==> src/rtl/pt_walker_pkg.sv <==
package pt_walker_pkg;

    typedef enum logic [2:0] {
        WS_IDLE   = 3'd0,
        WS_FETCH1 = 3'd1,
        WS_WAIT1  = 3'd2,
        WS_FETCH2 = 3'd3,
        WS_WAIT2  = 3'd4,
        WS_REPLY  = 3'd5
    } walk_state_t;

    typedef enum logic [1:0] {
        FLT_NONE         = 2'd0,
        FLT_TOP_ABSENT   = 2'd1,
        FLT_LEAF_INVALID = 2'd2,
        FLT_DENIED       = 2'd3
    } fault_t;

    localparam int BIT_VALID = 0;
    localparam int BIT_READ  = 1;
    localparam int BIT_WRITE = 2;

endpackage

==> src/rtl/ptw_entry_decode.sv <==
module ptw_entry_decode
    import pt_walker_pkg::*;
#(
    parameter int ENT_W = 32,
    parameter int OFF_W = 12
) (
    input  logic [ENT_W-1:0]       entry,
    output logic [ENT_W-OFF_W-1:0] ppn,
    output logic                   ok,
    output logic                   can_read,
    output logic                   can_write
);
    logic unused_attr;

    assign ppn         = entry[ENT_W-1:OFF_W];
    assign ok          = entry[BIT_VALID];
    assign can_read    = entry[BIT_READ];
    assign can_write   = entry[BIT_WRITE];
    assign unused_attr = ^entry[OFF_W-1:BIT_WRITE+1];
endmodule

==> src/rtl/ptw_perm_check.sv <==
module ptw_perm_check
    import pt_walker_pkg::*;
(
    input  logic   leaf_ok,
    input  logic   leaf_read,
    input  logic   leaf_write,
    input  logic   is_write,
    output fault_t verdict
);
    always_comb begin
        if (!leaf_ok)
            verdict = FLT_LEAF_INVALID;
        else if (is_write ? !leaf_write : !leaf_read)
            verdict = FLT_DENIED;
        else
            verdict = FLT_NONE;
    end
endmodule

==> src/rtl/pt_walker.sv <==
module pt_walker
    import pt_walker_pkg::*;
#(
    parameter int VA_W  = 32,
    parameter int PA_W  = 32,
    parameter int OFF_W = 12,
    parameter int IDX_W = 10
) (
    input  logic            clk,
    input  logic            rst_n,
    input  logic            root_we,
    input  logic [PA_W-1:0] root_wdata,
    input  logic            req_valid,
    output logic            req_ready,
    input  logic [VA_W-1:0] req_vaddr,
    input  logic            req_write,
    output logic            done,
    output logic            fault,
    output logic [1:0]      fault_code,
    output logic [PA_W-1:0] paddr,
    output logic            mem_req,
    output logic [PA_W-1:0] mem_addr,
    input  logic            mem_rsp_valid,
    input  logic [PA_W-1:0] mem_rsp_data
);
    localparam int PPN_W   = PA_W - OFF_W;
    localparam int SLOT_SH = OFF_W - IDX_W;

    walk_state_t st_q, st_d;

    logic [IDX_W-1:0] idx_top_q, idx_leaf_q;
    logic [OFF_W-1:0] off_q;
    logic             wr_q;
    logic [PPN_W-1:0] root_q, tbl_q;
    logic [PA_W-1:0]  paddr_q;
    fault_t           code_q;

    logic [PPN_W-1:0] ent_ppn;
    logic             ent_ok, ent_rd, ent_wr;
    fault_t           leaf_verdict;
    logic             unused_low;

    assign unused_low = ^root_wdata[OFF_W-1:0];

    ptw_entry_decode #(.ENT_W(PA_W), .OFF_W(OFF_W)) u_dec (
        .entry     (mem_rsp_data),
        .ppn       (ent_ppn),
        .ok        (ent_ok),
        .can_read  (ent_rd),
        .can_write (ent_wr)
    );

    ptw_perm_check u_perm (
        .leaf_ok    (ent_ok),
        .leaf_read  (ent_rd),
        .leaf_write (ent_wr),
        .is_write   (wr_q),
        .verdict    (leaf_verdict)
    );

    // state register
    always_ff @(posedge clk or negedge rst_n) begin
        if (!rst_n) st_q <= WS_IDLE;
        else        st_q <= st_d;
    end

    // next state
    always_comb begin
        st_d = st_q;
        unique case (st_q)
            WS_IDLE:   if (req_valid) st_d = WS_FETCH1;
            WS_FETCH1: st_d = WS_WAIT1;
            WS_WAIT1:  if (mem_rsp_valid) st_d = ent_ok ? WS_FETCH2 : WS_REPLY;
            WS_FETCH2: st_d = WS_WAIT2;
            WS_WAIT2:  if (mem_rsp_valid) st_d = WS_REPLY;
            WS_REPLY:  st_d = WS_IDLE;
            default:   st_d = WS_IDLE;
        endcase
    end

    // outputs
    always_comb begin
        req_ready = 1'b0;
        mem_req   = 1'b0;
        mem_addr  = '0;
        done      = 1'b0;
        unique case (st_q)
            WS_IDLE:   req_ready = 1'b1;
            WS_FETCH1: begin
                mem_req  = 1'b1;
                mem_addr = {root_q, idx_top_q, {SLOT_SH{1'b0}}};
            end
            WS_FETCH2: begin
                mem_req  = 1'b1;
                mem_addr = {tbl_q, idx_leaf_q, {SLOT_SH{1'b0}}};
            end
            WS_REPLY:  done = 1'b1;
            default:   ;
        endcase
    end

    assign fault      = done && (code_q != FLT_NONE);
    assign fault_code = code_q;
    assign paddr      = paddr_q;

    // walk data path
    always_ff @(posedge clk or negedge rst_n) begin
        if (!rst_n) begin
            root_q     <= '0;
            tbl_q      <= '0;
            idx_top_q  <= '0;
            idx_leaf_q <= '0;
            off_q      <= '0;
            wr_q       <= 1'b0;
            paddr_q    <= '0;
            code_q     <= FLT_NONE;
        end else begin
            if (root_we && st_q == WS_IDLE)
                root_q <= root_wdata[PA_W-1:OFF_W];
            if (st_q == WS_IDLE && req_valid) begin
                idx_top_q  <= req_vaddr[VA_W-1 -: IDX_W];
                idx_leaf_q <= req_vaddr[OFF_W+IDX_W-1:OFF_W];
                off_q      <= req_vaddr[OFF_W-1:0];
                wr_q       <= req_write;
                code_q     <= FLT_NONE;
                paddr_q    <= '0;
            end
            if (st_q == WS_WAIT1 && mem_rsp_valid) begin
                if (ent_ok) tbl_q <= ent_ppn;
                else        code_q <= FLT_TOP_ABSENT;
            end
            if (st_q == WS_WAIT2 && mem_rsp_valid) begin
                code_q  <= leaf_verdict;
                paddr_q <= (leaf_verdict == FLT_NONE) ? {ent_ppn, off_q} : '0;
            end
        end
    end
endmodule

==> config.mk <==
export PLATFORM = sky130hd
export DESIGN_NAME = pt_walker
export DESIGN_NICKNAME = d
export VERILOG_FILES = /design/src/rtl/pt_walker_pkg.sv /design/src/rtl/ptw_entry_decode.sv /design/src/rtl/ptw_perm_check.sv /design/src/rtl/pt_walker.sv
export SDC_FILE = /design/constraint.sdc
export NUM_CORES = 1
export LEC_CHECK = 0
export BUFFER_PORTS_ARGS = -buffer_cell sky130_fd_sc_hd__buf_4
export CORE_UTILIZATION = 45
export CTS_CLUSTER_DIAMETER = 30
export CTS_CLUSTER_SIZE = 28
export DETAILED_ROUTE_END_ITERATION = 6
export PLACE_DENSITY = 0.74
export SETUP_SLACK_MARGIN = 0.4
export SKIP_LAST_GASP = 1
export SYNTH_ARGS = -nofsm -noshare
export SYNTH_HDL_FRONTEND = slang
export SYNTH_SLANG_ARGS = --single-unit
==> constraint.sdc <==
create_clock -name clk -period 2 [get_ports clk]
set_clock_uncertainty 0.2 [all_clocks]
set_input_delay 0.4 -clock clk [delete_from_list [all_inputs] [get_ports clk]]
set_output_delay 0.4 -clock clk [all_outputs]
set_load 0.1 [all_outputs]
Yosys cells after proc, flatten, opt, wreduce, memory -nomap -nowiden

Index checks and enable logic that the tools add are counted.

Output and inout port bits: 70
Flip-flop bits (word level): 110
Word-level logic and storage cells: 50

Multiplexer cells: 19
Reduce and logical (&&, ||, !) cells: 14
Equal/unequal tests: 8

Operator list:

| operator             | number |
|---|---|
| $mux W32             | 3 |
| $pmux W32 S2         | 1 |
| $pmux W3 S5          | 1 |
| $mux W2              | 6 |
| $mux W3              | 4 |
| $eq A3 B2 Y1 const B | 2 |
| $eq A3 B3 Y1 const B | 2 |
| $ne A2 B2 Y1 const B | 3 |
| $logic_and A1 B1 Y1  | 5 |
| $mux W1              | 4 |
| $reduce_bool A2 Y1   | 2 |
| $eq A3 B1 Y1 const B | 1 |
| $logic_not A3 Y1     | 1 |
| $reduce_and A3 Y1    | 1 |
| $logic_not A1 Y1     | 2 |
| $logic_not A2 Y1     | 1 |
| $reduce_and A2 Y1    | 1 |
| $reduce_or A2 Y1     | 1 |

Longest topological paths before layout

Gate-level depths: netlist of the first run.

Depth after elaboration: 7
Depth in mapped cells: 6
Mapped depth without buffers: 3

Hierarchy

Synthesis of the first run repeated with hierarchy kept, for this count alone.

Cell total of the unflattened synthesis: 358
Area total of the unflattened synthesis: 4870.9 sq um

Modules (own cells, without submodules):

| module           | times used | cells an instance | area an instance (sq um) |
|---|---|---|---|
| pt_walker        | 1          | 331               | 4669.5 |
| ptw_entry_decode | 1          | 23                | 172.7 |
| ptw_perm_check   | 1          | 4                 | 28.8 |

Worst setup path after synthesis of the first run

Ideal clock, no wire load.

Kind: reg2reg
Start: register st_q[2]
End: register root_q[0]
Arrival time: 3509 ps
Library setup time: 125 ps
Clock period less this slack: 3834 ps
Slack: -1834 ps
Stages on the path, launching flop included: 6
Path through: dfrtp_1 buf_2 nor3_1 and2_1 buf_2 mux2_2

Cells in the longest elaborated chain, start to end: 2

RTL lines:

| element                  | line             | text |
|---|---|---|
| start: declaration       | pt_walker.sv:29  | `walk_state_t st_q, st_d;` |
| start signal: assignment | pt_walker.sv:64  | `else st_q <= st_d;` |
| $logic_not A3 Y1         | pt_walker.sv:118 | `if (root_we && st_q == WS_IDLE)` |
| $logic_and A1 B1 Y1      | pt_walker.sv:118 |  |
| end signal: assignment   | pt_walker.sv:119 | `root_q <= root_wdata[PA_W-1:OFF_W];` |
| end: declaration         | pt_walker.sv:34  | `logic [PPN_W-1:0] root_q, tbl_q;` |

No other way between the ends.
A chain may end at the register's enable or synchronous reset.

Final worst setup path of the first run

Start: register st_q[1]
End: output mem_addr[21]

Cells in the longest elaborated chain, start to end: 2

RTL lines:

| element                                      | line            | text |
|---|---|---|
| $eq A3 B2 Y1 or $eq A3 B1 Y1 (tied branches) | pt_walker.sv:87 | `unique case (st_q)` |
| $pmux W32 S2 (*)                             | pt_walker.sv:87 |  |
| end: declaration                             | pt_walker.sv:22 | `output logic [PA_W-1:0] mem_addr,` |

Every way passes the cells marked *; elsewhere a longest branch is shown, timed or not.

==> flow_summary_export.csv, run 1 <==
group,metric,value,unit
layout,drive_gt1_frac,0.6920,
die,die-area,10480,µm²
sta,hold_slack,0.03524,ns
detailed_routing,vias_per_cell,5.700,
pwr,leakage,3.959,nW
setup_path,r2r_slack,-0.21,ns
setup_path,cp.arrival,1.71,ns
synthesis,synth-warning-count,0,
layout,fin_nets,623,
sta,finalSetupViolations,132,
cts,cts_num_sinks,110,
setup_path,crit_slowest_cell,"dfrtp_1",
cts,cts_tree,"yes",
setup_path,cp_slowest_stage_delay,0.40,ns
place,portBuffers,148,
run_status,status,"finished with violations",
global_routing,grt_pass1_vias,3855,
die,num_rows,36,
layout,layout_common_cells,"dfrtp_1, buf_4, buf_12, mux2_2, mux2_4",
cts,clock_path_buffers,2,
setup_path,r2r_end,"paddr[4]$_DFFE_PN0P_",
setup_path,critPathKind,"register to output port",
pwr,power,14.97,mW
global_routing,overflow,0,
die,die_y,102.4,µm
die,core,9774,µm²
layout,final_cells,659,
die,die_width,102.4,µm
sta,post-route-period-util,1.157,
layout,nFillCells,400,
detailed_routing,dr.pass1.iters,4,
setup_path,required,1.40,ns
setup_path,crit_family,"buffers and inverters",
cts,cts_buffers,9,
cts,clk_pin_slew,0.11,ns
setup_path,critPathLaunch,"st_q[1]$_DFFE_PN0P_",
sta,hold_viol_final,0,
setup_path,worst-path-buf-inv,3,
job,cap_violations,0,
layout,layout_commonest_cell,"dfrtp_1",
setup_path,end_kind,"output port",
global_routing,grt_max_degree,57,
worst_hold_path,hp-start,"root_wdata[30]",
detailed_routing,wire_per_inst,24.42,µm
setup_path,r2r_start,"st_q[0]$_DFFE_PN0P_",
sta,max_clock_freq,432.3,MHz
worst_hold_path,min_path_cells,2,
detailed_routing,routed_wl,16090,µm
layout,area_growth,87.93,%
setup_path,cp_max_fo,13,
synthesis,syn_area,4532,µm²
global_routing,grt_pass1_wl,22000,µm
cts,h-tree-depth,3,
die,io_pins,172,
layout,utilization,0.8714,
global_routing,grt_usage,0.2942,
die,initial_core_util,0.4636,
global_routing,grt_antenna_before_repair,0,
worst_hold_path,hold_path_end,"root_q[18]$_DFFE_PN0P_",
place,dp.cells,584,
detailed_routing,vias,3756,
detailed_routing,drt_iter0_markers,122,
sta,finalMaxSlewViolations,0,
run_status,violations,"negative setup slack",
cts,clk_latency,0.39,ns
sta,rsz0062_at_grt,"yes",
synthesis,ys_ff_latch,110,
worst_hold_path,worstHoldPathType,"input pin to register",
pwr,vdd_drop_max,1.240,mV
detailed_routing,antenna_left,0,
place,dp_hpwl,7514,µm
synthesis,avgSynthCellArea,14.67,µm²
sta,period_minus_slack,2.313,ns
synthesis,synth.distinct_cells,27,
setup_path,critical_path.most_common_cell,"buf_12",
sta,fin_ws,-0.3134,ns
layout,antennaDiodeCount,0,
synthesis,postSynthCellCount,309,
setup_path,crit_chain,"buf_4 -> nand2b_4 -> nor2_4 -> buf_12 -> a22o_4 -> buf_12",
cts,root_buffer,"clkbuf_8",
setup_path,reg2regPathDepth,9,
setup_path,critPathLaunchType,"register",
detailed_routing,drc,0,
synthesis,yosysSeqAreaShare,0.6074,
place,gp_congestion,0.7127,
pwr,p_per_area,1758,nW/µm²
[worst register-to-register path, stage by stage (launching register included)]
cell and delay [ns]:
dfrtp_2 0.48, buf_6 0.15, buf_6 0.13, nor4b_4 0.31
buf_4 0.17, buf_4 0.11, nor2_4 0.07, buf_12 0.14
buf_16 0.13, a32o_1 0.21
[cells in the mapped netlist]
library cell  number  share of area
dfrtp_1          110           0.61
mux2_2            74           0.18
a32o_1            33          0.073
a22o_1            30          0.058
buf_2             12          0.013
clkbuf_1          12         0.0099
buf_4              5         0.0083
nor2_1             4         0.0033
and2_1             3         0.0041
inv_1              3         0.0025
nand2_1            3         0.0025
nand2b_1           3         0.0041
a211oi_1           2         0.0033
a21oi_1            2         0.0022
a211o_1            1         0.0019
a221o_1            1         0.0022
and3_1             1         0.0014
and4bb_2           1         0.0028
conb_1             1        0.00083
nand3_1            1         0.0011
nor2_2             1         0.0014
nor2b_1            1         0.0014
nor3_1             1         0.0011
nor4b_4            1         0.0052
nor4bb_1           1         0.0022
o21a_1             1         0.0017
o21ai_0            1         0.0011
[sequential cells by signal (all words and copies together) (netlist names)]
signal      flops
off_q          12
tbl_q          20
paddr          32
wr_q            1
idx_top_q      10
idx_leaf_q     10
fault_code      2
st_q            3
root_q         20
[cell type report]
cell class / count / area, µm² / area share
clock inverter: 4 / 31.28 / 0.003673
clock buffer: 12 / 145.1 / 0.01704
tap: 133 / 166.4 / 0.01954
timing repair buffer: 229 / 3292 / 0.3865
multi-input combinational: 168 / 2115 / 0.2483
sequential: 110 / 2756 / 0.3236
inverter: 3 / 11.26 / 0.001322
[how the worst max path moves through the flow]
stage                       endpoint  slack (ns)  cells past startpoint
2_1_floorplan  root_q[0]$_DFFE_PN0P_       -0.42                      5
6_report                mem_addr[21]       -0.31                      6
3_3_place_gp            mem_addr[31]       -0.10                      5
4_1_cts                 mem_addr[13]       -0.29                      6
5_1_grt                 mem_addr[20]       -0.35                      6
3_5_place_dp             mem_addr[6]       -0.13                      5
[report_power, final]
group | internal [mW] | switching (mW)
sequential | 3.12 | 0.765
combinational | 4.70 | 5.12
clock | 0.497 | 0.776
total | 8.31 | 6.66
[timing repair]
action	CTS	global route
hold buffers	1	0
resized for setup	207	53
gates cloned	17	2
hold endpoints to repair	110	0
endpoints found under the setup margin	175	175
setup buffers	19	20
pin swaps	9	15
[through the flow]
stage | area (µm²) | setup TNS [ns] | worst slack [ns]
4_1_cts | 8048 | -16.22 | -0.2943
5_1_grt | 8517 | -29.32 | -0.3495
6_report | 8517 | -23.31 | -0.3134
2_1_floorplan | 5050 | -8.418 | -0.4166
3_5_place_dp | 6395 | -3.398 | -0.1254
3_3_place_gp | 6395 | -2.721 | -0.1010
[metal layers]
layer | routed length [µm] | global-route usage | part of all wire
met5 | 0 | 0 | 0
met2 | 8478 | 0.5054 | 0.53
met3 | 1184 | 0.07456 | 0.074
met1 | 6151 | 0.3588 | 0.38
met4 | 280 | 0.1066 | 0.017
[kinds of logic after synthesis]
kind of cell    share of synthesized area
mux                                0.1839
buf+inv                           0.03396
other cells                     0.0008275
flops                              0.6074
compound gates                     0.1433
simple gates                      0.03065
Note: power is estimated with default switching activity, not from simulation.
==> inputs of run 2 (changes only) <==
CORE_ASPECT_RATIO = 1.4   (was unset)
CTS_CLUSTER_DIAMETER = 100   (was 30)
HOLD_SLACK_MARGIN = 0.06   (was unset)
==> run 2 against run 1 <==
Net effect: the flow still finishes with violations (negative setup slack); clock power grew 57%; final cell count stayed put; maximum frequency shrank 1.9%; sequential power hardly changed; die area about the same; register-to-register slack got worse by 0.08 ns; first-iteration DRC count is 54% higher; design area is 0.79% lower; critical path depth unchanged; sequential cell count stayed put; hold slack better by 0.040 ns; critical endpoint is now mem_addr[30]; largest power group unchanged; highest routed layer unchanged.
==> flow_summary_export.csv, run 2 (same netlist as run 1, synthesis figures left out) <==
group,metric,value,unit
layout,area_growth,86.44,%
sta,post-route-period-util,1.179,
place,gp_congestion,0.7484,
pwr,p_int,8.700,mW
sta,finalMaxSlewViolations,0,
setup_path,cp_slowest_stage_delay,0.45,ns
layout,largest_reg_flops,32,
pwr,power_frac_comb,0.619,
layout,antennaDiodeCount,0,
cts,clk_pin_slew,0.08,ns
cts,root_buffer,"clkbuf_16",
detailed_routing,vias_per_cell,5.725,
global_routing,grt_pass1_vias,3990,
job,cap_violations,0,
sta,max_clock_freq,424.2,MHz
sta,fin_ws,-0.3573,ns
global_routing,grt_pass1_wl,22220,µm
sta,max_slew.worst_pin.slew,0.5200,ns
setup_path,cp_max_fo,6,
detailed_routing,dr.pass1.iters,4,
die,core,9846,µm²
place,dp.cells,586,
cts,cts_num_sinks,110,
global_routing,grt_max_degree,44,
pwr,p_switching,6.758,mW
place,portBuffers,148,
setup_path,crit_slowest_cell,"dfrtp_1",
die,io_pins,172,
run_status,status,"finished with violations",
sta,finalSetupViolations,141,
layout,layout_common_cells,"dfrtp_1, buf_4, buf_12, mux2_4, buf_6",
place,dp_hpwl,7696,µm
layout,drive_gt1_frac,0.7080,
setup_path,end_kind,"output port",
detailed_routing,drc,0,
global_routing,grt_usage,0.2914,
detailed_routing,vias,3773,
setup_path,crit_chain,"nand2b_1 -> nor2_4 -> buf_6 -> clkbuf_16 -> a22o_4 -> buf_12",
global_routing,overflow,0,
layout,nFillCells,444,
cts,clk_latency,0.35,ns
detailed_routing,drt_iter0_markers,188,
pwr,netSwitchingFraction,0.4372,
detailed_routing,antenna_left,0,
setup_path,crit_family,"buffers and inverters",
layout,final_cells,659,
pwr,p_per_area,1830,nW/µm²
cts,cts_buffers,9,
setup_path,critPathKind,"register to output port",
detailed_routing,routed_wl,16740,µm
setup_path,worst-path-buf-inv,3,
detailed_routing,wire_per_inst,25.40,µm
sta,hold_viol_final,0,
sta,rsz0062_at_grt,"yes",
place,dp_slack,-0.02116,ns
pwr,leakage,4.004,nW
die,die_y,120.7,µm
cts,clock_path_buffers,2,
die,num_rows,43,
sta,max_slew_margin,0.6525,
setup_path,required,1.40,ns
sta,period_minus_slack,2.357,ns
global_routing,grt_antenna_before_repair,0,
cts,cts_tree,"yes",
pwr,sequentialPowerShare,0.252,
cts,h-tree-depth,3,
worst_hold_path,worstHoldPathType,"input pin to register",
setup_path,cp.arrival,1.76,ns
die,die_width,86.82,µm
layout,layout_commonest_cell,"dfrtp_1",
run_status,violations,"negative setup slack",
setup_path,critPathLaunchType,"register",
sta,setup-tns-final,-25.20,ns
layout,fin_nets,621,
die,die-area,10480,µm²
die,initial_core_util,0.4603,
pwr,p_clk_frac,0.129,
pwr,vdd_drop_max,1.185,mV
-- run 2: layer usage --
layer	vias up	GRT usage	share of wire
met2	158	0.5207	0.56
met3	39	0.05597	0.050
met5	-	0	0
met1	1976	0.3347	0.36
li1	1600	-	-
met4	0	0.1229	0.031
-- run 2: per-stage QoR --
stage / utilization / power [mW] / hold slack [ns] / cell area (µm²)
after floorplan: - / 9.279 / -0.09559 / 5050
final: 0.8582 / 15.46 / 0.07543 / 8449
after CTS: 0.8033 / 14.37 / 0.07179 / 7909
after global placement: 0.6510 / 10.52 / 0.1653 / 6410
after detailed placement: 0.6510 / 10.67 / 0.1764 / 6410
after global routing: 0.8582 / 15.89 / 0.06634 / 8449
-- run 2: area by class of cell --
| cell class | count | area [µm²] | area share |
|---|---|---|---|
| Timing Repair Buffer | 224 | 2938 | 0.3477 |
| Clock buffer | 10 | 239.0 | 0.02828 |
| Multi-Input combinational cell | 171 | 2236 | 0.2646 |
| Clock inverter | 6 | 93.84 | 0.01111 |
| Sequential cell | 110 | 2758 | 0.3264 |
| Inverter | 3 | 16.27 | 0.001925 |
| Tap cell | 135 | 168.9 | 0.01999 |
-- run 2: final timing paths --
path                                  startpoint                   endpoint  slack, ns  depth (start not counted)
min reg2reg                paddr[13]$_DFFE_PN0P_      paddr[13]$_DFFE_PN0P_       0.32                          1
max reg2reg                  st_q[1]$_DFFE_PN0P_       paddr[2]$_DFFE_PN0P_      -0.29                         10
min in group asynchronous                  rst_n  idx_leaf_q[8]$_DFFE_PN0P_       0.35                          2
max                          st_q[1]$_DFFE_PN0P_               mem_addr[30]      -0.36                          6
max in group asynchronous                  rst_n    fault_code[1]$_DFF_PN0_       0.62                          3
min                               root_wdata[14]      root_q[2]$_DFFE_PN0P_       0.08                          2
-- run 2: repair_timing --
item                                   CTS  global route
setup buffers                           23            12
endpoints found under the hold margin   30             0
pin swaps                               20            18
gates resized for setup                161            65
hold buffers                             1             0
gates cloned                            15             6
setup endpoints to repair              165           156
-- run 2: power groups by stage --
stage	Sequential [mW]	Combinational [mW]	Clock (mW)
2_1_floorplan	4.43	4.85	0
3_3_place_gp	3.73	6.79	0
3_5_place_dp	3.81	6.86	0
4_1_cts	3.79	8.58	1.99
5_1_grt	3.97	9.80	2.12
6_report	3.90	9.56	2.00
==> inputs of run 3 (changes only) <==
PLACE_DENSITY = 0.73   (was 0.74)
SYNTH_HIERARCHICAL = 1   (was unset)
==> run 3 against run 2 <==
Net effect: the run still ends with negative setup slack left; clock-buffer cell count did not move; via count is 5.0% lower; global-route usage is 3.7 points lower; first-iteration DRC count fell by 38%; critical path depth is 1 lower; synthesized cell count increased by 16%; synthesized area grew 7.5%; design area decreased by 0.70%; setup slack better by 0.15 ns; die area rose by 7.3%.
==> flow_summary_export.csv, run 3 <==
group,metric,value,unit
layout,area_growth,72.26,%
sta,period_minus_slack,2.210,ns
detailed_routing,vias_per_cell,5.266,
synthesis,synth-simple-area-share,0.05471,
global_routing,grt_pass1_vias,4001,
pwr,p_per_area,1852,nW/µm²
detailed_routing,drt_iter0_markers,116,
detailed_routing,drc,0,
synthesis,yosysTopAreaCell,"dfrtp_1",
synthesis,synth_common_cells,"dfrtp_1, mux2_2, nor2_1",
global_routing,grt_usage,0.2545,
synthesis,synth_most_common_cell,"dfrtp_1",
sta,rsz0062_at_grt,"yes",
synthesis,synth.distinct_cells,33,
sta,max_clock_freq,452.4,MHz
pwr,leakage,3.798,nW
synthesis,synth_top_cell_area_share,0.5651,
worst_hold_path,hp-start,"req_vaddr[3]",
die,core,10460,µm²
die,die_y,125.1,µm
synthesis,synth-warning-count,6,
run_status,status,"finished with violations",
place,portBuffers,148,
pwr,vdd_drop_max,1.153,mV
sta,hold_slack,0.07780,ns
cts,clk_latency,0.34,ns
place,dp_hpwl,7815,µm
detailed_routing,vias,3586,
synthesis,muxShareOfSynthArea,0.2335,
global_routing,grt_max_degree,33,
global_routing,grt_pass1_wl,21990,µm
setup_path,cp_max_fo,6,
sta,hold_viol_final,0,
sta,finalMaxSlewViolations,0,
worst_hold_path,hold_path_end,"off_q[3]$_DFFE_PN0P_",
place,dp_slack,-0.08969,ns
synthesis,yosysSeqAreaShare,0.5651,
synthesis,synthArstFlopShare,1.000,
detailed_routing,wire_per_inst,20.97,µm
run_status,violations,"negative setup slack",
detailed_routing,routed_wl,14280,µm
detailed_routing,dr.pass1.iters,4,
global_routing,overflow,0,
synthesis,avgSynthCellArea,13.61,µm²
synthesis,synth_edf_count,0,
setup_path,reg2regPathDepth,8,
place,placed_area,6559,µm²
setup_path,end_kind,"output port",
sta,finalSetupViolations,76,
detailed_routing,antenna_left,0,
setup_path,r2r_slack,-0.08,ns
synthesis,postSynthCellCount,358,
synthesis,synth-xor-area-share,0.001798,
layout,antennaDiodeCount,0,
die,die_width,89.93,µm
global_routing,grt_antenna_before_repair,0,
synthesis,synth_top_family_by_area,"multiplexers",
layout,layout_common_cells,"dfrtp_1, buf_4, mux2_4, buf_12, buf_6",
setup_path,cp.arrival,1.61,ns
die,die-area,11250,µm²
layout,fin_nets,640,
setup_path,r2r_start,"st_q[1]$_DFFE_PN0P_",
setup_path,critPathLaunchType,"register",
layout,largest_reg_flops,32,
die,initial_core_util,0.4657,
cts,cts_tree,"yes",
worst_hold_path,worstHoldPathType,"input pin to register",
cts,cts_num_sinks,110,
place,gp_congestion,0.7770,
synthesis,synth_fa_ha_area_frac,0,
worst_hold_path,min_path_cells,2,
die,io_pins,172,
synthesis,ys.flop_type,"dfrtp_1",
cts,clock_path_buffers,2,
sta,post-route-period-util,1.105,
layout,utilization,0.8022,
cts,cts_buffers,9,
layout,drive_gt1_frac,0.7017,
job,cap_violations,0,
setup_path,r2r_end,"root_q[0]$_DFFE_PN0P_",
sta,fin_ws,-0.2103,ns
sta,setup-tns-final,-7.777,ns
synthesis,ys_ff_latch,110,
synthesis,synth.area.top_cells,"dfrtp_1, mux2_2, mux2i_1",
cts,root_buffer,"clkbuf_16",
layout,finalInstanceArea,8391,µm²
setup_path,required,1.40,ns
cts,h-tree-depth,3,
synthesis,syn_area,4871,µm²
synthesis,synth_compound_area_frac,0.06807,
cts,clk_pin_slew,0.08,ns
die,num_rows,44,
setup_path,critPathKind,"register to output port",
==> run 3: cell count changes after synthesis, sizes merged, moves of 8 or more <==
cell / before / now
clkbuf: 12 / 4
mux2i: 0 / 30
nor2: 5 / 36
buf: 17 / 44
a32o: 33 / 0
==> run 3: stage by stage <==
step / power (mW) / cells
finish: 15.54 / 681
global route: 16.09 / 681
CTS: 14.86 / 673
detailed placement: 11.00 / 621
global placement: 10.83 / 621
floorplan: 9.625 / 359
==> run 3: layout make-up <==
class | count | area [µm²]
clock inverter | 6 | 53.80
sequential | 110 | 2759
multi-input combinational | 200 | 2515
inverter | 4 | 18.77
clock buffer | 10 | 229.0
tap | 138 | 172.7
timing repair buffer | 213 | 2643
fill | 592 | 2069
==> run 3: power breakdown <==
part	switching, mW	leakage, nW	internal [mW]	total (mW)
Clock	0.841	0.136	0.869	1.71
Combinational	5.29	2.29	4.62	9.92
Sequential	0.796	1.37	3.11	3.91
Total	6.93	3.80	8.61	15.5
==> run 3: cells by family (layout without fill, tap and decap cells) <==
family          Yosys count  count (layout)
simple gates             51              54
xor+xnor                  1               1
other cells               1               2
compound gates           39              39
mux                     104             104
flops                   110             110
buf+inv                  52             233
==> run 3: routing by layer <==
metal	up-vias	wire, µm	GRT usage
met5	-	0	0
met4	0	98	0.04744
met3	8	798	0.04745
met2	136	7740	0.4629
met1	1835	5644	0.3180
li1	1607	-	-
==> run 3: critical path: stages, from the launching register on <==
cell       delay (ns)
dfrtp_2          0.43
buf_6            0.16
clkbuf_16        0.17
mux2i_4          0.19
nor2_4           0.12
buf_12           0.18
==> run 3: worst max path at each step <==
stage	endpoint	slack [ns]	from	cells past startpoint
2_1_floorplan	fault	-0.56	st_q[1]$_DFFE_PN0P_	4
3_3_place_gp	paddr[18]$_DFFE_PN0P_	0.0009	st_q[1]$_DFFE_PN0P_	3
3_5_place_dp	fault_code[0]$_DFF_PN0_	-0.09	st_q[1]$_DFFE_PN0P_	3
4_1_cts	fault	-0.19	st_q[1]$_DFFE_PN0P_	4
5_1_grt	mem_addr[12]	-0.24	st_q[1]$_DFFE_PN0P_	5
6_report	mem_addr[12]	-0.21	st_q[1]$_DFFE_PN0P_	5
==> run 3: what timing repair did <==
action,4_1_cts,5_1_grt
setup endpoints to repair,170,153
gates cloned,13,4
gates resized for setup,202,38
pin swaps,16,9
hold buffers,1,0
buffers inserted,22,4
endpoints found under the hold margin,27,0
